--- src/rtl/dsadc_pkg.sv ---
package dsadc_pkg;
  typedef enum logic [1:0] {
    PH_IDLE  = 2'd0,
    PH_INTEG = 2'd1,
    PH_DEINT = 2'd2,
    PH_ZERO  = 2'd3
  } phase_t;
endpackage

--- src/rtl/dsadc_counter.sv ---
module dsadc_counter #(
  parameter int W = 8
) (
  input  logic         clk,
  input  logic         rst_n,
  input  logic         clr,
  input  logic         inc,
  output logic [W-1:0] cnt
);
  logic [W-1:0] cnt_d;
  logic         cnt_en;

  always_comb begin
    cnt_en = clr | inc;
    cnt_d  = clr ? '0 : cnt + 1'b1;
  end

  always_ff @(posedge clk or negedge rst_n) begin
    if (!rst_n)      cnt <= '0;
    else if (cnt_en) cnt <= cnt_d;
  end
endmodule

--- src/rtl/dsadc_len_regs.sv ---
module dsadc_len_regs #(
  parameter int W = 8
) (
  input  logic         clk,
  input  logic         rst_n,
  input  logic         load,
  input  logic [W-1:0] integ_len_i,
  input  logic [W-1:0] settle_len_i,
  output logic [W-1:0] integ_q,
  output logic [W-1:0] settle_q
);
  logic [W-1:0] integ_d, settle_d;

  // Zero lengths are raised to one cycle so a phase always runs.
  always_comb begin
    integ_d  = (integ_len_i  == '0) ? W'(1) : integ_len_i;
    settle_d = (settle_len_i == '0) ? W'(1) : settle_len_i;
  end

  always_ff @(posedge clk or negedge rst_n) begin
    if (!rst_n) begin
      integ_q  <= W'(1);
      settle_q <= W'(1);
    end else if (load) begin
      integ_q  <= integ_d;
      settle_q <= settle_d;
    end
  end
endmodule

--- src/rtl/dsadc_phase_fsm.sv ---
module dsadc_phase_fsm
  import dsadc_pkg::*;
(
  input  logic   clk,
  input  logic   rst_n,
  input  logic   start_ok,
  input  logic   integ_end,
  input  logic   deint_end,
  input  logic   zero_end,
  output phase_t phase,
  output logic   sw_input,
  output logic   sw_ref,
  output logic   sw_zero
);
  phase_t phase_d;

  always_comb begin
    phase_d = phase;
    unique case (phase)
      PH_IDLE:  if (start_ok)  phase_d = PH_INTEG;
      PH_INTEG: if (integ_end) phase_d = PH_DEINT;
      PH_DEINT: if (deint_end) phase_d = PH_ZERO;
      PH_ZERO:  if (zero_end)  phase_d = PH_IDLE;
      default:                 phase_d = PH_IDLE;
    endcase
  end

  always_ff @(posedge clk or negedge rst_n) begin
    if (!rst_n) phase <= PH_IDLE;
    else        phase <= phase_d;
  end

  always_comb begin
    sw_input = (phase == PH_INTEG);
    sw_ref   = (phase == PH_DEINT);
    sw_zero  = (phase == PH_ZERO);
  end
endmodule

--- src/rtl/dsadc_result.sv ---
module dsadc_result #(
  parameter int W = 8
) (
  input  logic         clk,
  input  logic         rst_n,
  input  logic         capture,
  input  logic         ovf,
  input  logic [W-1:0] cnt,
  output logic [W-1:0] result,
  output logic         overrange,
  output logic         done
);
  always_ff @(posedge clk or negedge rst_n) begin
    if (!rst_n) begin
      result    <= '0;
      overrange <= 1'b0;
    end else if (capture) begin
      result    <= cnt;
      overrange <= ovf;
    end
  end

  always_ff @(posedge clk or negedge rst_n) begin
    if (!rst_n) done <= 1'b0;
    else        done <= capture;
  end
endmodule

--- src/rtl/dual_slope_seq.sv ---
module dual_slope_seq
  import dsadc_pkg::*;
#(
  parameter int CNT_W = 8
) (
  input  logic             clk,
  input  logic             rst_n,
  input  logic             start,
  input  logic             at_base,
  input  logic [CNT_W-1:0] integ_len,
  input  logic [CNT_W-1:0] settle_len,
  output logic             sw_input,
  output logic             sw_ref,
  output logic             sw_zero,
  output logic [CNT_W-1:0] result,
  output logic             overrange,
  output logic             done
);
  localparam logic [CNT_W-1:0] CNT_MAX = '1;

  phase_t           phase;
  logic [CNT_W-1:0] cnt;
  logic [CNT_W-1:0] integ_q, settle_q;
  logic             start_ok, integ_end, deint_end, zero_end;
  logic             cnt_clr, cnt_inc, deint_ovf;

  always_comb begin
    start_ok  = (phase == PH_IDLE) && start;
    integ_end = (phase == PH_INTEG) && (cnt == integ_q - 1'b1);
    deint_ovf = !at_base && (cnt == CNT_MAX);
    deint_end = (phase == PH_DEINT) && (at_base || deint_ovf);
    zero_end  = (phase == PH_ZERO) && (cnt == settle_q - 1'b1);
    cnt_clr   = start_ok | integ_end | deint_end | zero_end;
    cnt_inc   = (phase != PH_IDLE);
  end

  dsadc_len_regs #(.W(CNT_W)) u_len (
    .clk          (clk),
    .rst_n        (rst_n),
    .load         (start_ok),
    .integ_len_i  (integ_len),
    .settle_len_i (settle_len),
    .integ_q      (integ_q),
    .settle_q     (settle_q)
  );

  dsadc_counter #(.W(CNT_W)) u_cnt (
    .clk   (clk),
    .rst_n (rst_n),
    .clr   (cnt_clr),
    .inc   (cnt_inc),
    .cnt   (cnt)
  );

  dsadc_phase_fsm u_fsm (
    .clk       (clk),
    .rst_n     (rst_n),
    .start_ok  (start_ok),
    .integ_end (integ_end),
    .deint_end (deint_end),
    .zero_end  (zero_end),
    .phase     (phase),
    .sw_input  (sw_input),
    .sw_ref    (sw_ref),
    .sw_zero   (sw_zero)
  );

  dsadc_result #(.W(CNT_W)) u_res (
    .clk       (clk),
    .rst_n     (rst_n),
    .capture   (deint_end),
    .ovf       (deint_ovf),
    .cnt       (cnt),
    .result    (result),
    .overrange (overrange),
    .done      (done)
  );
endmodule

--- config.mk ---
export PLATFORM = sky130hd
export DESIGN_NAME = dual_slope_seq
export DESIGN_NICKNAME = d
export VERILOG_FILES = /design/src/rtl/dsadc_pkg.sv /design/src/rtl/dsadc_counter.sv /design/src/rtl/dsadc_len_regs.sv /design/src/rtl/dsadc_phase_fsm.sv /design/src/rtl/dsadc_result.sv /design/src/rtl/dual_slope_seq.sv
export SDC_FILE = /design/constraint.sdc
export NUM_CORES = 1
export LEC_CHECK = 0
export ABC_CLOCK_PERIOD_IN_PS = 5200
export BUFFER_PORTS_ARGS = -buffer_cell sky130_fd_sc_hd__buf_2
export CAP_MARGIN = 20
export CELL_PAD_IN_SITES_DETAIL_PLACEMENT = 0
export CELL_PAD_IN_SITES_GLOBAL_PLACEMENT = 1
export CORE_ASPECT_RATIO = 1.4
export CORE_MARGIN = 1.5
export CORE_UTILIZATION = 25
export DETAILED_ROUTE_END_ITERATION = 16
export GPL_ROUTABILITY_DRIVEN = 0
export GPL_TIMING_DRIVEN = 0
export PLACE_DENSITY = 0.51
export RECOVER_POWER = 25
export SLEW_MARGIN = 20
export SYNTH_ARGS = -nofsm -noshare
export SYNTH_HDL_FRONTEND = slang
export SYNTH_SLANG_ARGS = --single-unit
--- constraint.sdc ---
create_clock -name clk -period 5.2 [get_ports clk]
set_input_delay 0.52 -clock clk [delete_from_list [all_inputs] [get_ports clk]]
set_output_delay 0.52 -clock clk [all_outputs]
set_load 0.005 [all_outputs]
Word level (Yosys, flattened, before mapping)

Index checks and enable logic that the tools add are counted.

Bits in read-only memories: 0
Output and inout bits: 13
Latch bits: 0
Bits in registers: 36
Bits of input ports: 20
Logic and storage cells: 44
Memories: 0
Memory bits (writable): 0

Shift operators: 0
Div/mod/pow operators: 0
Bitwise logic cells: 4
Magnitude comparators: 0
Eq/ne operators: 10
Reduce and logical (&&, ||, !) cells: 12
Multiplexer cells: 8
$add $sub $neg: 3
$mul: 0

Operator list:

| operator              | count |
|---|---|
| $mux W8               | 3 |
| $eq A8 B8 Y1          | 2 |
| $logic_not A8 Y1      | 2 |
| $sub A8 B1 Y8 const B | 2 |
| $add A8 B1 Y8 const B | 1 |
| $eq A8 B8 Y1 const B  | 1 |
| $mux W2               | 4 |
| $pmux W2 S4           | 1 |
| $ne A2 B1 Y1 const B  | 3 |
| $logic_and A1 B1 Y1   | 5 |
| $eq A2 B2 Y1 const B  | 2 |
| $or A1 B1 Y1          | 4 |
| $reduce_and A4 Y1     | 1 |
| $eq A2 B1 Y1 const B  | 1 |
| $logic_not A2 Y1      | 1 |
| $ne A2 B2 Y1 const B  | 1 |
| $reduce_bool A2 Y1    | 1 |
| $logic_not A1 Y1      | 1 |
| $logic_or A1 B1 Y1    | 1 |

Longest topological paths before layout

Gate-level depths: netlist of run 1.

Word-level depth: 7
Gate-level depth with buffers: 10
Gate-level depth less buffers: 9

Modules after synthesis

A second synthesis of run 1 with hierarchy kept.

Cells, all modules: 194
Area, all modules: 2,189.6 µm²

Modules (own cells, without submodules):

| module          | seq. area each (µm²) | area an instance (µm²) | instances | cells an instance |
|---|---|---|---|---|
| dsadc_len_regs  | 402.9                | 641.9                  | 1         | 40 |
| dual_slope_seq  | 0.0                  | 548.0                  | 1         | 80 |
| dsadc_counter   | 200.2                | 396.6                  | 1         | 37 |
| dsadc_result    | 250.2                | 396.6                  | 1         | 20 |
| dsadc_phase_fsm | 50.0                 | 206.4                  | 1         | 17 |

Worst setup path before layout of run 1

Ideal clock, no wire load.

Path type: register -> register
Start point: reg u_len.settle_q[0]
End point: reg u_fsm.phase[1]
Required time: 5,075 ps
Arrival time: 2,352 ps
Path buffers: 1
Stages on the path, launching flop included: 11
Setup time: 125 ps
Slack: 2,723 ps
Path through: dfstp_2 > inv_1 > ha_1 > clkbuf_1 > nand2b_1 > nand3_1 > o21ai_0 > a2111oi_0 > o21ai_1 > a221o_1 > mux2_4

Longest elaborated chain between the ends: 5

Ends and longest elaborated chain:

| what                        | line                  | RTL |
|---|---|---|
| start: declaration          | dsadc_len_regs.sv:10  | `output logic [W-1:0] settle_q` |
| start signal: assignment    | dsadc_len_regs.sv:26  | `settle_q <= settle_d;` |
| $sub A8 B1 Y8               | dual_slope_seq.sv:32  | `zero_end = (phase == PH_ZERO) && (cnt == settle_q - 1'b1);` |
| $eq A8 B8 Y1                | dual_slope_seq.sv:32  |  |
| $logic_and A1 B1 Y1         | dual_slope_seq.sv:32  |  |
| $ne A2 B1 Y1 (no line)      | -                     |  |
| $reduce_and A4 Y1 (no line) | -                     |  |
| end signal: assignment      | dsadc_phase_fsm.sv:30 | `else phase <= phase_d;` |
| end: declaration            | dsadc_phase_fsm.sv:10 | `output phase_t phase,` |

Every way passes these cells.
A chain may end at the register's enable or synchronous reset.

Worst setup path in the final report of run 1

Start point: reg u_len.settle_q[0]
End point: reg u_cnt.cnt[4]

Longest elaborated chain between the ends: 5
Elaborated cells between the ends (all ways): 6
Classes of those cells: add/sub: 1; eq/ne: 1; mux: 1; bitwise: 2; reduce/logical: 1

Ends and longest elaborated chain:

| what                                    | line                                     | RTL |
|---|---|---|
| $sub A8 B1 Y8 (*)                       | dual_slope_seq.sv:32                     |  |
| $eq A8 B8 Y1 (*)                        | dual_slope_seq.sv:32                     |  |
| $logic_and A1 B1 Y1 (*)                 | dual_slope_seq.sv:32                     |  |
| $or A1 B1 Y1 (*)                        | dual_slope_seq.sv:33                     | `cnt_clr = start_ok \| integ_end \| deint_end \| zero_end;` |
| $mux W8 or $or A1 B1 Y1 (tied branches) | dsadc_counter.sv:15, dsadc_counter.sv:14 |  |
| end signal: assignment                  | dsadc_counter.sv:20                      | `else if (cnt_en) cnt <= cnt_d;` |
| end: declaration                        | dsadc_counter.sv:8                       | `output logic [W-1:0] cnt` |

Every way passes the cells marked *; elsewhere a longest branch is shown, timed or not.

==> results of run 1 <==
==> layout make-up <==
cell class              instances  area (um^2)  area share
multi-input cells             144         1092      0.4389
clock buffers                   7        132.6     0.05329
plain buffers                   9        40.04     0.01609
flip-flops and latches         36        903.4      0.3630
repair buffers                 32        158.9     0.06385
well taps                     102        127.6     0.05128
inverters                       9        33.78     0.01357
==> worst paths after layout <==
path | from | end | cells past startpoint
max | u_len.settle_q[0] | u_cnt.cnt[4] | 10
min | at_base | u_res.overrange | 2
max reg2reg | u_len.settle_q[0] | u_cnt.cnt[4] | 10
min reg2reg | u_res.result[1] | u_res.result[1] | 1
max in group asynchronous | rst_n | u_len.settle_q[3] | 1
min in group asynchronous | rst_n | u_cnt.cnt[3] | 1
==> routing by layer <==
metal	global-route usage	vias to the layer above	part of all wire
met5	0	-	0
met4	0.05517	0	0.024
met3	0.02469	8	0.024
met2	0.2168	21	0.56
met1	0.1390	774	0.39
li1	-	762	-
==> critical path: stages, from the launching register on <==
cell and delay (ns):
dfstp_2 0.55, inv_1 0.06, ha_1 0.18, clkbuf_1 0.18, nand2b_1 0.18, nand3_1 0.08
o21ai_0 0.08, a2111oi_0 0.45, o21ai_1 0.20, o2111ai_1 0.66, nor2_1 0.11
==> per-stage QoR <==
stage | instance area (um^2) | setup slack, ns | hold WS [ns] | utilization
floorplan | 2069 | 2.723 | 0.2244 | -
global placement | 2357 | 2.247 | 0.4871 | 0.2910
detailed placement | 2357 | 2.260 | 0.4931 | 0.2910
CTS | 2490 | 2.265 | 0.3923 | 0.3074
global route | 2489 | 1.905 | 0.4613 | 0.3072
finish | 2489 | 2.324 | 0.4602 | 0.3072
==> power breakdown <==
part / internal, uW / total [uW] / switching, uW
combinational: 290 / 566 / 277
clock: 175 / 288 / 112
sequential: 391 / 509 / 117
==> registers in the layout, indices dropped and copies added, names as in the netlist <==
name,flops
u_cnt.cnt,8
u_len.integ_q,8
u_len.settle_q,8
u_res.result,8
u_fsm.phase,2
u_res.done,1
u_res.overrange,1
==> cell usage after synthesis (3+ instances only) <==
cell type,instances
dfrtp_1,34
mux2_2,21
nor2_1,20
xor2_1,16
xnor2_1,10
inv_1,9
nand2_1,9
ha_1,8
nand3_1,8
a21oi_1,5
nor3_1,5
buf_2,4
clkbuf_1,4
nand2b_1,4
nand3b_1,4
nand4_1,4
a211oi_1,3
==> cells by family (layout without fill, tap and decap cells) <==
group / count (synthesis) / in the layout / share of synthesized area
simple gates: 64 / 64 / 0.1614
compound gates: 22 / 22 / 0.07678
xor+xnor: 26 / 26 / 0.1100
fa+ha+maj: 8 / 8 / 0.04837
buf+inv: 18 / 57 / 0.03567
flops: 36 / 36 / 0.4365
mux: 24 / 24 / 0.1312
==> impl_metrics.py, run 1 <==
metrics = {
    "timing": {
        "post-route-period-util": 0.5532,
        "post-route-min-period_ns": 2.876,
        "hold_viol_final": 0,
        "tightestPinTransition_ns": 2.004,
        "finalMaxSlewViolations": 37,
        "clock_skew_ns": 0.008395,
        "max_freq_mhz": 347.6,
        "tns_ns": 0,
        "finalSetupViolCount": 0,
        "maxSlewHeadroom": -0.3359,
        "rsz0062_at_grt": "false",
    },
    "logic_synthesis": {
        "yosysWarnings": 0,
        "synth_top_area_cell": "dfrtp_1",
        "syn_area_per_cell_um2": 10.45,
        "synth_edf_count": 0,
        "synth_flop_cell": "dfrtp_1",
        "synth_top_area_share": 0.4111,
        "synthTopCellsByArea": "dfrtp_1 (41%), mux2_2 (11%), xor2_1 (6.8%), ha_1 (4.8%), xnor2_1 (4.2%)",
        "synthCells": 198,
        "synthesis.nets": 226,
        "synth_area_mm2": 0.002069,
        "ys_seq_area_frac": 0.4365,
        "ys_ff_latch": 36,
        "synthArstFlopShare": 1.000,
        "ys_types": 41,
    },
    "drt": {
        "routed_wl_mm": 4.834,
        "drc": 0,
        "drt_iter0_drc": 73,
        "route.vias.total": 1565,
        "dr.pass1.iters": 4,
        "wire_per_inst_um": 14.26,
        "via_per_inst": 4.617,
        "drtAntennaViolNets": 0,
    },
    "global_route": {
        "grt_use_total": 0.1230,
        "gr-total-overflow": 0,
        "antenna_found_initial": 0,
        "grt_pass1_vias": 1641,
        "grt_pass1_wl_mm": 8.376,
        "grt_max_degree": 37,
    },
    "status": {
        "status": "finished, violations left",
        "violations": "capacitance limit, slew limit",
    },
    "clocking": {
        "clock_latency_ns": 0.28,
        "postCtsSetupBuffers": 0,
        "cts_tree": "yes",
        "clock_path_buffers": 2,
        "cts.sinks": 36,
        "cts_resized": 0,
        "root_buffer": "clkbuf_16",
        "htreeDepth": 2,
        "cts_buffers": 5,
        "postCtsHoldBufs": 0,
        "clk_pin_slew_ns": 0.06,
    },
    "cells_and_area": {
        "layout.nets": 265,
        "area.growth.synth_to_final_pct": 20.25,
        "diodes": 0,
        "fill_cells": 897,
        "final_cell_mix": "buf_2 (35), dfrtp_1 (34), mux2_2 (21)",
        "drive_gt1_frac": 0.2911,
        "layout_commonest_cell": "buf_2",
        "stdcell_count": 339,
    },
    "die": {
        "die_area_mm2": 0.008840,
        "fp.dieH_um": 110.7,
        "ios": 33,
        "fp.dieW_um": 79.90,
        "num_rows": 39,
        "initial_core_util": 0.2555,
        "core_area_mm2": 0.008100,
    },
    "placement": {
        "dp_hpwl_mm": 3.541,
        "dp_cells": 332,
        "port_buffers": 32,
    },
    "setup_path": {
        "required_ns": 5.33,
        "crit_arrival_ns": 3.01,
        "critPathKind": "register to register",
        "cp_max_fo": 8,
        "cp-start-kind": "register",
        "endpoint_kind": "register",
        "ff2ff_setup_slack_ns": 2.32,
    },
    "power": {
        "pwr_density_cell_mw_per_mm2": 547.5,
        "cellLeakagePower_uw": 0.001143,
        "fin_total_pwr_uw": 1362,
        "ir_drop_v": 0.0001555,
    },
    "hold_path": {
        "hold_class": "input port to register",
    },
    "run": {
        "cap_violations": 1,
    },
}
Note: power is estimated with default switching activity, not from simulation.
==> inputs of run 2 (changes only) <==
--- a/config.mk
+++ b/config.mk
@@ -5,7 +5,8 @@
 export SDC_FILE = /design/constraint.sdc
 export NUM_CORES = 1
 export LEC_CHECK = 0
-export ABC_CLOCK_PERIOD_IN_PS = 5200
+export ABC_AREA = 1
+export ABC_CLOCK_PERIOD_IN_PS = 2300
 export BUFFER_PORTS_ARGS = -buffer_cell sky130_fd_sc_hd__buf_2
 export CAP_MARGIN = 20
 export CELL_PAD_IN_SITES_DETAIL_PLACEMENT = 0
@@ -16,7 +17,7 @@
 export DETAILED_ROUTE_END_ITERATION = 16
 export GPL_ROUTABILITY_DRIVEN = 0
 export GPL_TIMING_DRIVEN = 0
-export PLACE_DENSITY = 0.51
+export PLACE_DENSITY = 0.56
 export RECOVER_POWER = 25
 export SLEW_MARGIN = 20
 export SYNTH_ARGS = -nofsm -noshare
==> constraint.sdc (replaced) <==
create_clock -name clk -period 2.3 [get_ports clk]
set_input_delay 0.23 -clock clk [delete_from_list [all_inputs] [get_ports clk]]
set_output_delay 0.23 -clock clk [all_outputs]
set_load 0.005 [all_outputs]
==> impl_metrics.py, run 2 <==
metrics = {
    "global_route": {
        "grt_use_total": 0.1361,
        "grt_pass1_wl_mm": 10.25,
        "grt_max_degree": 37,
        "grt_pass1_vias": 2084,
        "gr-total-overflow": 0,
        "antenna_found_initial": 0,
    },
    "timing": {
        "finalSetupViolCount": 0,
        "maxSlewHeadroom": -0.3861,
        "post-route-min-period_ns": 2.000,
        "tightestPinTransition_ns": 2.079,
        "rsz0062_at_grt": "false",
        "clock_skew_ns": 0.002326,
        "finalMaxSlewViolations": 37,
        "hold_viol_final": 0,
        "post-route-period-util": 0.8695,
        "tns_ns": 0,
        "max_freq_mhz": 500.0,
    },
    "placement": {
        "dp_hpwl_mm": 4.693,
        "port_buffers": 32,
    },
    "status": {
        "status": "finished, violations left",
        "violations": "capacitance limit, slew limit",
    },
    "cells_and_area": {
        "layout.nets": 386,
        "drive_gt1_frac": 0.2145,
        "regArea_um2": 903.4,
        "final_cell_mix": "nand2_1 (99), inv_1 (42), dfrtp_1 (34)",
        "diodes": 0,
        "area.growth.synth_to_final_pct": 20.64,
        "multi_input_area_mm2": 0.001211,
        "layout_commonest_cell": "nand2_1",
        "final_core_util": 0.3104,
        "fill_cells": 982,
    },
    "drt": {
        "drc": 0,
        "wire_per_inst_um": 13.02,
        "drt_iter0_drc": 99,
        "routed_wl_mm": 6.069,
        "dr.pass1.iters": 4,
        "route.vias.total": 2057,
        "drtAntennaViolNets": 0,
        "via_per_inst": 4.414,
    },
    "logic_synthesis": {
        "synth_top_area_cell": "dfrtp_1",
        "synth_area_mm2": 0.002310,
        "synthTopCellsByArea": "dfrtp_1 (37%), nand2_1 (16%), inv_1 (7.0%), nand3_1 (5.2%), ha_1 (4.3%)",
        "synthesis.nets": 346,
        "syn_area_per_cell_um2": 7.263,
        "synthMostInstantiatedCell": "nand2_1",
        "ys_ff_latch": 36,
        "yosysWarnings": 0,
        "synth_flop_cell": "dfrtp_1",
        "synth_commonest_cells": "nand2_1 (99), inv_1 (43), dfrtp_1 (34), nand3_1 (24), nor2_1 (21)",
        "synth_top_area_share": 0.3684,
        "synthArstFlopShare": 1.000,
        "ys_types": 29,
        "synth_edf_count": 0,
        "synthCells": 318,
        "ys_seq_area_frac": 0.3911,
    },
    "clocking": {
        "clk_pin_slew_ns": 0.06,
        "root_buffer": "clkbuf_16",
        "cts_tree": "yes",
        "cts_buffers": 5,
        "cts.sinks": 36,
        "clock_path_buffers": 2,
        "clock_latency_ns": 0.28,
        "htreeDepth": 2,
    },
    "setup_path": {
        "required_ns": 2.47,
        "endpoint_kind": "register",
        "slowest_stage": "dfstp_2",
        "cp-start-kind": "register",
        "crit_arrival_ns": 2.17,
        "crit_chain": "inv_1 -> ha_1 -> inv_1 -> nand2_1 -> nand3_1 -> nand2_1 -> nor2_1 -> nand3_1 -> nor2_2 -> nand3_2 -> nand3_4 -> buf_12 -> nor2_1",
        "critPathKind": "register to register",
        "cp_max_fo": 6,
        "max_stage_delay_ns": 0.52,
    },
    "die": {
        "die_area_mm2": 0.009833,
        "ios": 33,
        "initial_core_util": 0.2573,
        "fp.dieH_um": 116.7,
        "core_area_mm2": 0.008977,
        "num_rows": 41,
        "fp.dieW_um": 84.24,
    },
    "hold_path": {
        "hold_class": "input port to register",
    },
    "power": {
        "pwr_density_cell_mw_per_mm2": 1246,
        "cellLeakagePower_uw": 0.001438,
        "ir_drop_v": 0.0003170,
    },
    "run": {
        "cap_violations": 1,
    },
}
run 2: path summary, 6_finish.rpt:
check	end	slack, ns	cells past startpoint	start
max in group asynchronous	u_res.done	0.57	1	rst_n
worst max-delay path	u_cnt.cnt[6]	0.30	13	u_len.settle_q[0]
min in group asynchronous	u_len.integ_q[5]	0.55	1	rst_n
worst min-delay path	u_len.integ_q[4]	0.16	3	integ_len[4]
worst min register to register	u_res.result[2]	0.47	2	u_res.result[2]
worst max register to register	u_cnt.cnt[6]	0.30	13	u_len.settle_q[0]
run 2: critical path, delay by kind of cell, from the launching register on:
kind / cells / cell delay [ns]
adders and majority gates: 1 / 0.30
buffers and inverters: 3 / 0.31
DFF: 1 / 0.52
and+or+nand+nor: 9 / 0.76
run 2: area by class of cell:
cell class | instances | share of cell area
plain buffers | 5 | 0.01078
clock buffers | 6 | 0.04984
clock inverters | 2 | 0.003592
inverters | 46 | 0.06197
multi-input cells | 230 | 0.4347
flip-flops and latches | 36 | 0.3242
well taps | 107 | 0.04805
repair buffers | 34 | 0.06691
run 2: report_power, final:
part / leakage, uW / total, uW / internal, uW / switching [uW]
clock network: 0.0000766 / 696 / 427 / 269
logic: 0.000899 / 1660 / 655 / 1000
registers: 0.000463 / 1120 / 866 / 252
run 2: kinds of logic after synthesis:
logic type / after synthesis / synth area share
AND/OR/NAND/NOR: 181 / 0.3575
buffers and inverters: 52 / 0.08992
flip-flops: 36 / 0.3911
AO/OA/AOI/OAI: 31 / 0.08017
XOR/XNOR: 10 / 0.03792
adder cells (fa/ha/maj): 8 / 0.04334
run 2: routing by layer:
metal	up-vias	GRT usage	part of all wire
met5	-	0	0
met4	0	0.07104	0.035
met3	10	0.02544	0.033
met2	31	0.2491	0.51
met1	936	0.1498	0.42
li1	1080	-	-
run 2: through the flow:
| stage | hold WS [ns] | setup WS [ns] | power [uW] | cells | instance area, um^2 |
|---|---|---|---|---|---|
| after floorplan | -0.06559 | 0.4268 | 2298 | 318 | 2310 |
| after global placement | 0.3984 | 0.1904 | 2724 | 457 | 2604 |
| after detailed placement | 0.4040 | 0.1693 | 2750 | 457 | 2604 |
| after CTS | 0.09315 | 0.1593 | 3470 | 465 | 2753 |
| after global routing | 0.1811 | 0.02168 | 3862 | 466 | 2786 |
| final | 0.1637 | 0.3002 | 3473 | 466 | 2786 |
run 2: timing repair:
action                                  in CTS  in global routing
setup buffers                                0                  2
hold buffers                                 0                  0
endpoints found under the setup margin       0                  6
resized for setup                            0                  2
==> inputs of run 3 (changes only) <==
--- a/config.mk
+++ b/config.mk
@@ -11,7 +11,7 @@
 export CAP_MARGIN = 20
 export CELL_PAD_IN_SITES_DETAIL_PLACEMENT = 0
 export CELL_PAD_IN_SITES_GLOBAL_PLACEMENT = 1
-export CORE_ASPECT_RATIO = 1.4
+export CORE_ASPECT_RATIO = 0.9
 export CORE_MARGIN = 1.5
 export CORE_UTILIZATION = 25
 export DETAILED_ROUTE_END_ITERATION = 16
==> impl_metrics.py, run 3 (synthesis gave the netlist of run 2 again) <==
metrics = {
    "timing": {
        "clock_skew_ns": 0.004282,
        "hold_viol_final": 0,
        "tightestPinTransition_ns": 2.046,
        "post-route-min-period_ns": 2.044,
        "rsz0062_at_grt": "false",
        "max_freq_mhz": 489.2,
        "finalMaxSlewViolations": 37,
        "maxSlewHeadroom": -0.3638,
        "tns_ns": 0,
        "finalSetupViolCount": 0,
        "post-route-period-util": 0.8887,
    },
    "global_route": {
        "gr-total-overflow": 0,
        "grt_pass1_vias": 1993,
        "grt_use_total": 0.1330,
        "antenna_found_initial": 0,
        "grt_pass1_wl_mm": 10.01,
        "grt_max_degree": 37,
    },
    "drt": {
        "routed_wl_mm": 5.969,
        "dr.pass1.iters": 4,
        "wire_per_inst_um": 12.38,
        "drtAntennaViolNets": 0,
        "route.vias.total": 2058,
        "via_per_inst": 4.270,
        "drt_iter0_drc": 71,
        "drc": 0,
    },
    "cells_and_area": {
        "drive_gt1_frac": 0.2139,
        "diodes": 0,
        "layout.nets": 387,
        "area.growth.synth_to_final_pct": 18.69,
        "layout_commonest_cell": "nand2_1",
        "final_cell_mix": "nand2_1 (99), inv_1 (41), dfrtp_1 (34)",
        "fill_cells": 1035,
        "fin_area_mm2": 0.002741,
    },
    "power": {
        "pwr_density_cell_mw_per_mm2": 1193,
        "ir_drop_v": 0.0004600,
        "cellLeakagePower_uw": 0.001411,
    },
    "placement": {
        "dp_hpwl_mm": 4.642,
        "place_area_mm2": 0.002623,
        "port_buffers": 32,
    },
    "clocking": {
        "clock_path_buffers": 2,
        "postCtsHoldBufs": 0,
        "htreeDepth": 2,
        "clk_pin_slew_ns": 0.07,
        "root_buffer": "clkbuf_8",
        "clock_latency_ns": 0.29,
        "cts_tree": "yes",
        "cts.sinks": 36,
        "cts_buffers": 5,
    },
    "die": {
        "initial_core_util": 0.2554,
        "fp.dieH_um": 94.19,
        "die_area_mm2": 0.009825,
        "core_area_mm2": 0.009042,
        "num_rows": 33,
        "fp.dieW_um": 104.3,
        "ios": 33,
    },
    "setup_path": {
        "required_ns": 2.48,
        "slowest_stage": "dfstp_2",
        "critPathKind": "register to register",
        "max_stage_delay_ns": 0.54,
        "critPathTopFamily": "simple AND/OR/NAND/NOR gates",
        "crit_arrival_ns": 2.23,
        "endpoint_kind": "register",
        "crit_buf_inv": 4,
        "crit_chain": "inv_2 -> ha_1 -> buf_2 -> inv_2 -> nand2_1 -> nand3_1 -> nand2_1 -> nor2_2 -> nand3_1 -> nor2_2 -> nand3_2 -> nand3_4 -> buf_12 -> nor2_1",
        "cp_max_fo": 8,
        "cp-start-kind": "register",
    },
    "run": {
        "cap_violations": 1,
    },
    "status": {
        "violations": "capacitance limit, slew limit",
        "status": "finished, violations left",
    },
    "hold_path": {
        "hold_class": "input port to register",
    },
}
[run 3: cell types whose count changed in the layout (fill, tap and decap cells not counted), moves of 2 or more]
cell       before  now
clkbuf_16       5    0
clkinv_2        2    0
clkbuf_1        4    6
clkbuf_8        1    6
[run 3: metrics by stage]
step | setup WS (ns) | hold WS [ns] | power, uW | utilization | instances
5_1_grt | 0.02148 | 0.1651 | 3641 | 0.3032 | 482
2_1_floorplan | 0.4268 | -0.06559 | 2298 | - | 318
4_1_cts | 0.1008 | 0.07673 | 3255 | 0.3000 | 480
6_report | 0.2559 | 0.1448 | 3270 | 0.3032 | 482
3_5_place_dp | 0.1022 | 0.3993 | 2754 | 0.2900 | 472
3_3_place_gp | 0.1366 | 0.3936 | 2747 | 0.2900 | 472
[run 3: power by group]
group | switching [uW] | internal (uW) | total [uW] | leakage, uW
Sequential | 255 | 864 | 1120 | 0.000463
Combinational | 1030 | 643 | 1670 | 0.000903
Clock | 238 | 245 | 483 | 0.0000455
[run 3: timing repair]
action / CTS / global route
setup buffers: 0 / 2
setup endpoints to repair: 0 / 8
resized for setup: 0 / 3
[run 3: final timing paths]
path	slack, ns	depth (start not counted)	endpoint	startpoint
min in group asynchronous	0.52	1	u_res.result[1]	rst_n
hold reg to reg	0.48	2	u_res.result[4]	u_res.result[4]
hold / removal	0.14	3	u_len.settle_q[6]	settle_len[6]
setup reg to reg	0.26	14	u_cnt.cnt[4]	u_len.integ_q[0]
setup / recovery	0.26	14	u_cnt.cnt[4]	u_len.integ_q[0]
max in group asynchronous	0.62	1	u_len.settle_q[1]	rst_n
[run 3: final cells by class]
type | count | area (um^2) | share of cell area
buffer | 6 | 35.03 | 0.01278
clock buffer | 8 | 90.09 | 0.03286
inverter | 46 | 172.7 | 0.06299
multi-input combinational | 230 | 1201 | 0.4382
sequential | 36 | 903.4 | 0.3295
tap | 122 | 152.6 | 0.05568
timing repair buffer | 34 | 186.4 | 0.06801
[run 3: tightest hold or removal path, cell delays in order]
cell,delay [ns]
buf_2,0.09
nand2_1,0.05
nand2_1,0.05
[run 3: layer usage]
metal / part of all wire / GRT usage / vias to the layer above
li1: - / - / 1088
met1: 0.51 / 0.1773 / 924
met2: 0.44 / 0.2198 / 37
met3: 0.036 / 0.02635 / 9
met4: 0.010 / 0.03472 / 0
met5: 0 / 0 / -
